$ cat src/rtl/cs_pkg.sv
package cs_pkg;
   typedef enum logic [1:0] {
      SEL_ISSUE  = 2'd0,
      SEL_CTRL   = 2'd1,
      SEL_ACTIVE = 2'd2
   } reg_sel_e;

   typedef enum logic [1:0] {
      PH_IDLE  = 2'd0,
      PH_OFFER = 2'd1,
      PH_WAIT  = 2'd2
   } phase_e;

   localparam int CTRL_START   = 0;
   localparam int CTRL_RXEN    = 4;
   localparam int CTRL_RXRUN   = 14;
   localparam int CTRL_LISTRUN = 15;
endpackage

$ cat src/rtl/cs_prio_pick.sv
module cs_prio_pick #(
   parameter int N         = 32,
   parameter int W         = 5,
   parameter bit LOW_FIRST = 1'b1
) (
   input  logic [N-1:0] req,
   output logic         found,
   output logic [W-1:0] idx
);
   if (LOW_FIRST) begin : g_low
      always_comb begin
         found = 1'b0;
         idx   = '0;
         for (int i = N - 1; i >= 0; i--) begin
            if (req[i]) begin
               found = 1'b1;
               idx   = W'(i);
            end
         end
      end
   end else begin : g_high
      always_comb begin
         found = 1'b0;
         idx   = '0;
         for (int i = 0; i < N; i++) begin
            if (req[i]) begin
               found = 1'b1;
               idx   = W'(i);
            end
         end
      end
   end
endmodule

$ cat src/rtl/cs_ctrl_reg.sv
module cs_ctrl_reg
   import cs_pkg::*;
#(
   parameter int DW = 32
) (
   input  logic          clk,
   input  logic          rst_n,
   input  logic          wr,
   input  logic [DW-1:0] wdata,
   output logic [DW-1:0] ctrl_q,
   output logic          init_evt
);
   logic          init_done;
   logic [DW-1:0] ctrl_n;

   always_comb begin
      ctrl_n               = wdata;
      ctrl_n[CTRL_LISTRUN] = wdata[CTRL_START];
      ctrl_n[CTRL_RXRUN]   = wdata[CTRL_RXEN];
   end

   always_ff @(posedge clk) begin
      if (!rst_n) begin
         ctrl_q    <= '0;
         init_done <= 1'b0;
         init_evt  <= 1'b0;
      end else begin
         init_evt <= 1'b0;
         if (wr) begin
            ctrl_q <= ctrl_n;
            if (ctrl_n[CTRL_RXRUN] && !init_done) begin
               init_evt  <= 1'b1;
               init_done <= 1'b1;
            end
         end
      end
   end
endmodule

$ cat src/rtl/cs_tag_track.sv
module cs_tag_track #(
   parameter int N = 32
) (
   input  logic         clk,
   input  logic         rst_n,
   input  logic         wr,
   input  logic [N-1:0] wdata,
   input  logic [N-1:0] fin_set,
   input  logic         rd,
   output logic [N-1:0] active_q
);
   logic [N-1:0] finished_q;

   always_ff @(posedge clk) begin
      if (!rst_n) begin
         active_q   <= '0;
         finished_q <= '0;
      end else begin
         if (rd) begin
            active_q   <= (active_q & ~finished_q) | (wr ? wdata : '0);
            finished_q <= fin_set;
         end else begin
            active_q   <= active_q | (wr ? wdata : '0);
            finished_q <= finished_q | fin_set;
         end
      end
   end
endmodule

$ cat src/rtl/cs_slot_sched.sv
module cs_slot_sched
   import cs_pkg::*;
#(
   parameter int NSLOT     = 32,
   parameter int DW        = 32,
   parameter bit LOW_FIRST = 1'b1,
   localparam int SW       = (NSLOT > 1) ? $clog2(NSLOT) : 1
) (
   input  logic             clk,
   input  logic             rst_n,
   input  logic             wr_en,
   input  logic [1:0]       wr_sel,
   input  logic [DW-1:0]    wr_data,
   input  logic             act_rd,
   input  logic [NSLOT-1:0] fin_set,
   input  logic             dev_busy,
   input  logic             dev_drq,
   output logic             disp_valid,
   output logic [SW-1:0]    disp_slot,
   input  logic             disp_ready,
   input  logic             rsp_valid,
   output logic [NSLOT-1:0] issue_q,
   output logic [NSLOT-1:0] active_q,
   output logic [DW-1:0]    ctrl_q,
   output logic             init_evt
);
   if (NSLOT < 2 || NSLOT > DW) begin : g_bad_nslot
      $error("cs_slot_sched: NSLOT must lie in 2..DW");
   end
   if (DW <= CTRL_LISTRUN) begin : g_bad_dw
      $error("cs_slot_sched: DW too narrow for control fields");
   end

   localparam logic [NSLOT-1:0] ONE = {{(NSLOT-1){1'b0}}, 1'b1};

   reg_sel_e         sel;
   phase_e           ph_q;
   logic [SW-1:0]    cur_q;
   logic             busy_vld_q;
   logic [SW-1:0]    busy_id_q;
   logic             pick_found;
   logic [SW-1:0]    pick_idx;
   logic             dev_quiet;
   logic             can_start;
   logic             rsp_fire;
   logic             retire;
   logic [NSLOT-1:0] clr_vec;
   logic [NSLOT-1:0] set_vec;

   assign sel       = reg_sel_e'(wr_sel);
   assign dev_quiet = !dev_busy && !dev_drq;

   cs_prio_pick #(.N(NSLOT), .W(SW), .LOW_FIRST(LOW_FIRST)) u_pick (
      .req   (issue_q),
      .found (pick_found),
      .idx   (pick_idx)
   );

   cs_ctrl_reg #(.DW(DW)) u_ctrl (
      .clk      (clk),
      .rst_n    (rst_n),
      .wr       (wr_en && sel == SEL_CTRL),
      .wdata    (wr_data),
      .ctrl_q   (ctrl_q),
      .init_evt (init_evt)
   );

   cs_tag_track #(.N(NSLOT)) u_tags (
      .clk      (clk),
      .rst_n    (rst_n),
      .wr       (wr_en && sel == SEL_ACTIVE),
      .wdata    (wr_data[NSLOT-1:0]),
      .fin_set  (fin_set),
      .rd       (act_rd),
      .active_q (active_q)
   );

   assign can_start = (ph_q == PH_IDLE) && ctrl_q[CTRL_START] && pick_found
                      && dev_quiet && !busy_vld_q;
   assign rsp_fire  = (ph_q == PH_WAIT) && rsp_valid;
   assign retire    = busy_vld_q && dev_quiet;

   always_comb begin
      clr_vec = '0;
      if (rsp_fire && dev_quiet) clr_vec = ONE << cur_q;
      if (retire)                clr_vec = clr_vec | (ONE << busy_id_q);
      set_vec = (wr_en && sel == SEL_ISSUE) ? wr_data[NSLOT-1:0] : '0;
   end

   always_ff @(posedge clk) begin
      if (!rst_n) begin
         issue_q    <= '0;
         ph_q       <= PH_IDLE;
         cur_q      <= '0;
         busy_vld_q <= 1'b0;
         busy_id_q  <= '0;
      end else begin
         issue_q <= (issue_q & ~clr_vec) | set_vec;
         if (retire) busy_vld_q <= 1'b0;
         unique case (ph_q)
            PH_IDLE: if (can_start) begin
               cur_q <= pick_idx;
               ph_q  <= PH_OFFER;
            end
            PH_OFFER: if (disp_ready) ph_q <= PH_WAIT;
            PH_WAIT: if (rsp_valid) begin
               ph_q <= PH_IDLE;
               if (!dev_quiet) begin
                  busy_vld_q <= 1'b1;
                  busy_id_q  <= cur_q;
               end
            end
            default: ph_q <= PH_IDLE;
         endcase
      end
   end

   assign disp_valid = (ph_q == PH_OFFER);
   assign disp_slot  = cur_q;
endmodule

$ cat config.mk
export PLATFORM = sky130hd
export DESIGN_NAME = cs_slot_sched
export DESIGN_NICKNAME = d
export VERILOG_FILES = /design/src/rtl/cs_pkg.sv /design/src/rtl/cs_prio_pick.sv /design/src/rtl/cs_ctrl_reg.sv /design/src/rtl/cs_tag_track.sv /design/src/rtl/cs_slot_sched.sv
export SDC_FILE = /design/constraint.sdc
export NUM_CORES = 1
export LEC_CHECK = 0
export ABC_CLOCK_PERIOD_IN_PS = 3200
export CORE_ASPECT_RATIO = 0.75
export CORE_MARGIN = 5
export CORE_UTILIZATION = 52
export CTS_BUF_LIST = sky130_fd_sc_hd__clkbuf_4 sky130_fd_sc_hd__clkbuf_8 sky130_fd_sc_hd__clkbuf_16
export DETAILED_ROUTE_END_ITERATION = 12
export GPL_TIMING_DRIVEN = 0
export PLACE_DENSITY = 0.85
export SETUP_SLACK_MARGIN = 0.1
export SYNTH_ARGS = -nofsm -noshare
export SYNTH_HDL_FRONTEND = slang
export SYNTH_HIERARCHICAL = 1
export SYNTH_SLANG_ARGS = --single-unit
export TNS_END_PERCENT = 1
$ cat constraint.sdc
create_clock -name clk -period 3.2 [get_ports clk]
set_clock_uncertainty 0.15 [all_clocks]
set_input_delay 0.8 -clock clk [delete_from_list [all_inputs] [get_ports clk]]
set_output_delay 0.8 -clock clk [all_outputs]
set_load 0.05 [all_outputs]
==> flow_summary.toml <==
[power_and_ir_drop]
p_leak_nw = 3.365
pwr_density_cell_nw_per_um2 = 498.5
ir_drop_mv = 0.4277

[run]
drv_cap = 0

[route]
vias_per_cell = 6.037
firstDrtPassIters = 8
drtAntennaViolNets = 0
wl_per_cell_um = 20.70
first_iter_violations = 677
vias = 6405
wl_mm = 21.96
drcViolationCount = 0

[clock_network]
cts.reportedPaths.clkPinSlew_ps = 60
cts.repair.resized = 0
clock_latency_ps = 410
cts_buffer_depth = 2
ctsHoldBuffers = 0
cts_setup_buffers = 0
cts_buffers = 17
cts_max_level = 4
cts_sinks = 141
tritoncts = "built"
clk_root_buffer_cell = "clkbuf_16"

[placed_design]
portBuffers = 175
gp_congestion = 0.9729
hpwl_mm = 16.61

[grt]
antenna_found_initial = 0
grt_pass1_vias = 6289
grt_pass1_wl_mm = 34.04
grt_max_degree = 17
grt_overflow = 0
grt_usage_pct = 29.09

[setup_path]
worst-setup-path-type = "flip-flop to output pin"
worstPathMaxFanout = 6
start_kind = "flip-flop"
reg2reg_from = "issue_q[24]"
ff2ff_setup_slack_ps = 770
critPathRequiredTime_ps = 2250
endpoint = "disp_valid"
crit_path_end_kind = "output pin"
crit_start = "ph_q[0]"
crit_arrival_ps = 1930
r2r-end = "disp_slot[2]"
worst-r2r-cell-count = 7

[timing]
max_freq_ghz = 0.3470
hold-worst-slack_ps = 292.7
rsz0062_at_grt = "no"
slew_viol_final = 0
finalHoldViolCount = 0
setup_tns_ps = 0
worst_pin_slew_ps = 939.7
maxSlewHeadroom_pct = 37.22
finalCriticalPeriod_ps = 2882
min_period_over_period_pct = 90.06
finalSetupViolCount = 0

[synthesis]
syn_nets = 762
postSynthAreaPerCell_um2 = 9.324
ys_warn_count = 6
ys_ff_latch = 141
async_flop_share_pct = 0
synthCells = 688
synthFlopType = "dfxtp_1"
synth_edf_count = 0
syn_area_um2 = 6415
synth_cell_types = 55
yosysSeqAreaShare_pct = 44.00

[floorplanning]
fp.dieW_um = 138.3
die_h_um = 106.2
core_um2 = 12170
fp-row-count = 35
die-area_um2 = 14680
boundaryPins = 177
initial_core_util_pct = 52.69

[cells_and_area]
insertedDiodeCount = 0
final_cell_mix = "175 x clkdlybuf4s50_1, 141 x dfxtp_1, 71 x nor2b_1, 67 x nand2_1, 41 x nand3_1"
fin_nets = 956
layout_commonest_cell = "clkdlybuf4s50_1"
fillerInstances = 910
drive_gt1_share_pct = 9.385
synthToLayoutAreaGrowth_pct = 39.42

[min_path]
hold_class = "flip-flop to flip-flop"

[outcome]
outcome = "completed"
## area by class of cell
class                      count  area [µm²]  share of cell area (%)
multi-input combinational    484        3231                   36.12
clock inverter                14       136.4                   1.525
sequential                   141        2823                   31.56
inverter                       7       26.28                  0.2938
clock buffer                  18       432.9                   4.841
tap                          166       207.7                   2.322
timing repair buffer         175        1752                   19.59
buffer                        56       335.3                   3.749
## metal layers
layer	part of all wire [%]	GRT usage, %
met1	42	39.75
met2	43	44.12
met3	13	9.577
met4	2.0	8.251
met5	0	0
## synthesized netlist by cell type (17+ instances only)
master,count,area (µm²)
a22o_1,31,271.5
nand2_1,67,251.5
o21a_1,33,247.7
nor2b_1,71,444.2
a31o_1,32,280.3
nand3_1,41,205.2
dfxtp_1,141,2823
nor2_1,17,63.81
a31oi_1,32,200.2
buf_2,18,90.09
mux2i_1,29,290.3
and3_1,33,206.5
## worst max-delay path: stages (launching register included)
cell	delay (ps)
dfxtp_1	420
nor2b_1	260
clkdlybuf4s50_1	840
## power by group
group	switching (W)	leakage, nW	total (W)	internal [W]
combinational	0.000388	1.95	0.000680	0.000291
clock	0.000804	0.266	0.00190	0.00109
sequential	0.0000554	1.15	0.00188	0.00183
## kinds of logic (layout without fill, tap and decap cells)
family | Yosys count | after routing | share of synthesized area [%]
buffers and inverters | 63 | 270 | 5.637
and+or+nand+nor | 281 | 281 | 25.53
AOI/OAI and AO/OA | 174 | 174 | 20.30
DFF | 141 | 141 | 44.00
muxes | 29 | 29 | 4.525
## through the flow
stage	instance area [µm²]	setup slack, ps	util [%]	std cells	total power [W]
final	8944	318.2	73.46	1061	0.004459
after global routing	8944	261.2	73.46	1061	0.004603
after CTS	8944	307.1	73.46	1061	0.004459
after detailed placement	8374	78.04	68.79	1029	0.002582
after global placement	8374	83.61	68.79	1029	0.002568
after floorplan	6415	1087	-	688	0.002298
## registers in the layout (all words and copies together) (netlist names)
register,cells
busy_id_q,5
busy_vld_q,1
disp_slot,5
issue_q,32
ph_q,2
u_ctrl/ctrl_q,30
u_ctrl/init_done,1
u_ctrl/init_evt,1
u_tags/active_q,32
u_tags/finished_q,32
## worst min-delay path by stage
stage	endpoint	slack, ps	startpoint	cells past startpoint
after global placement	u_ctrl/init_evt	270	u_ctrl/init_done	1
after global routing	u_ctrl/init_evt	310	u_ctrl/init_done	1
after floorplan	u_ctrl/init_evt	260	u_ctrl/init_done	1
final	u_ctrl/init_evt	290	u_ctrl/init_done	1
after CTS	u_ctrl/init_evt	290	u_ctrl/init_done	1
after detailed placement	u_ctrl/init_evt	290	u_ctrl/init_done	1
Note: power is estimated with default switching activity, not from simulation.
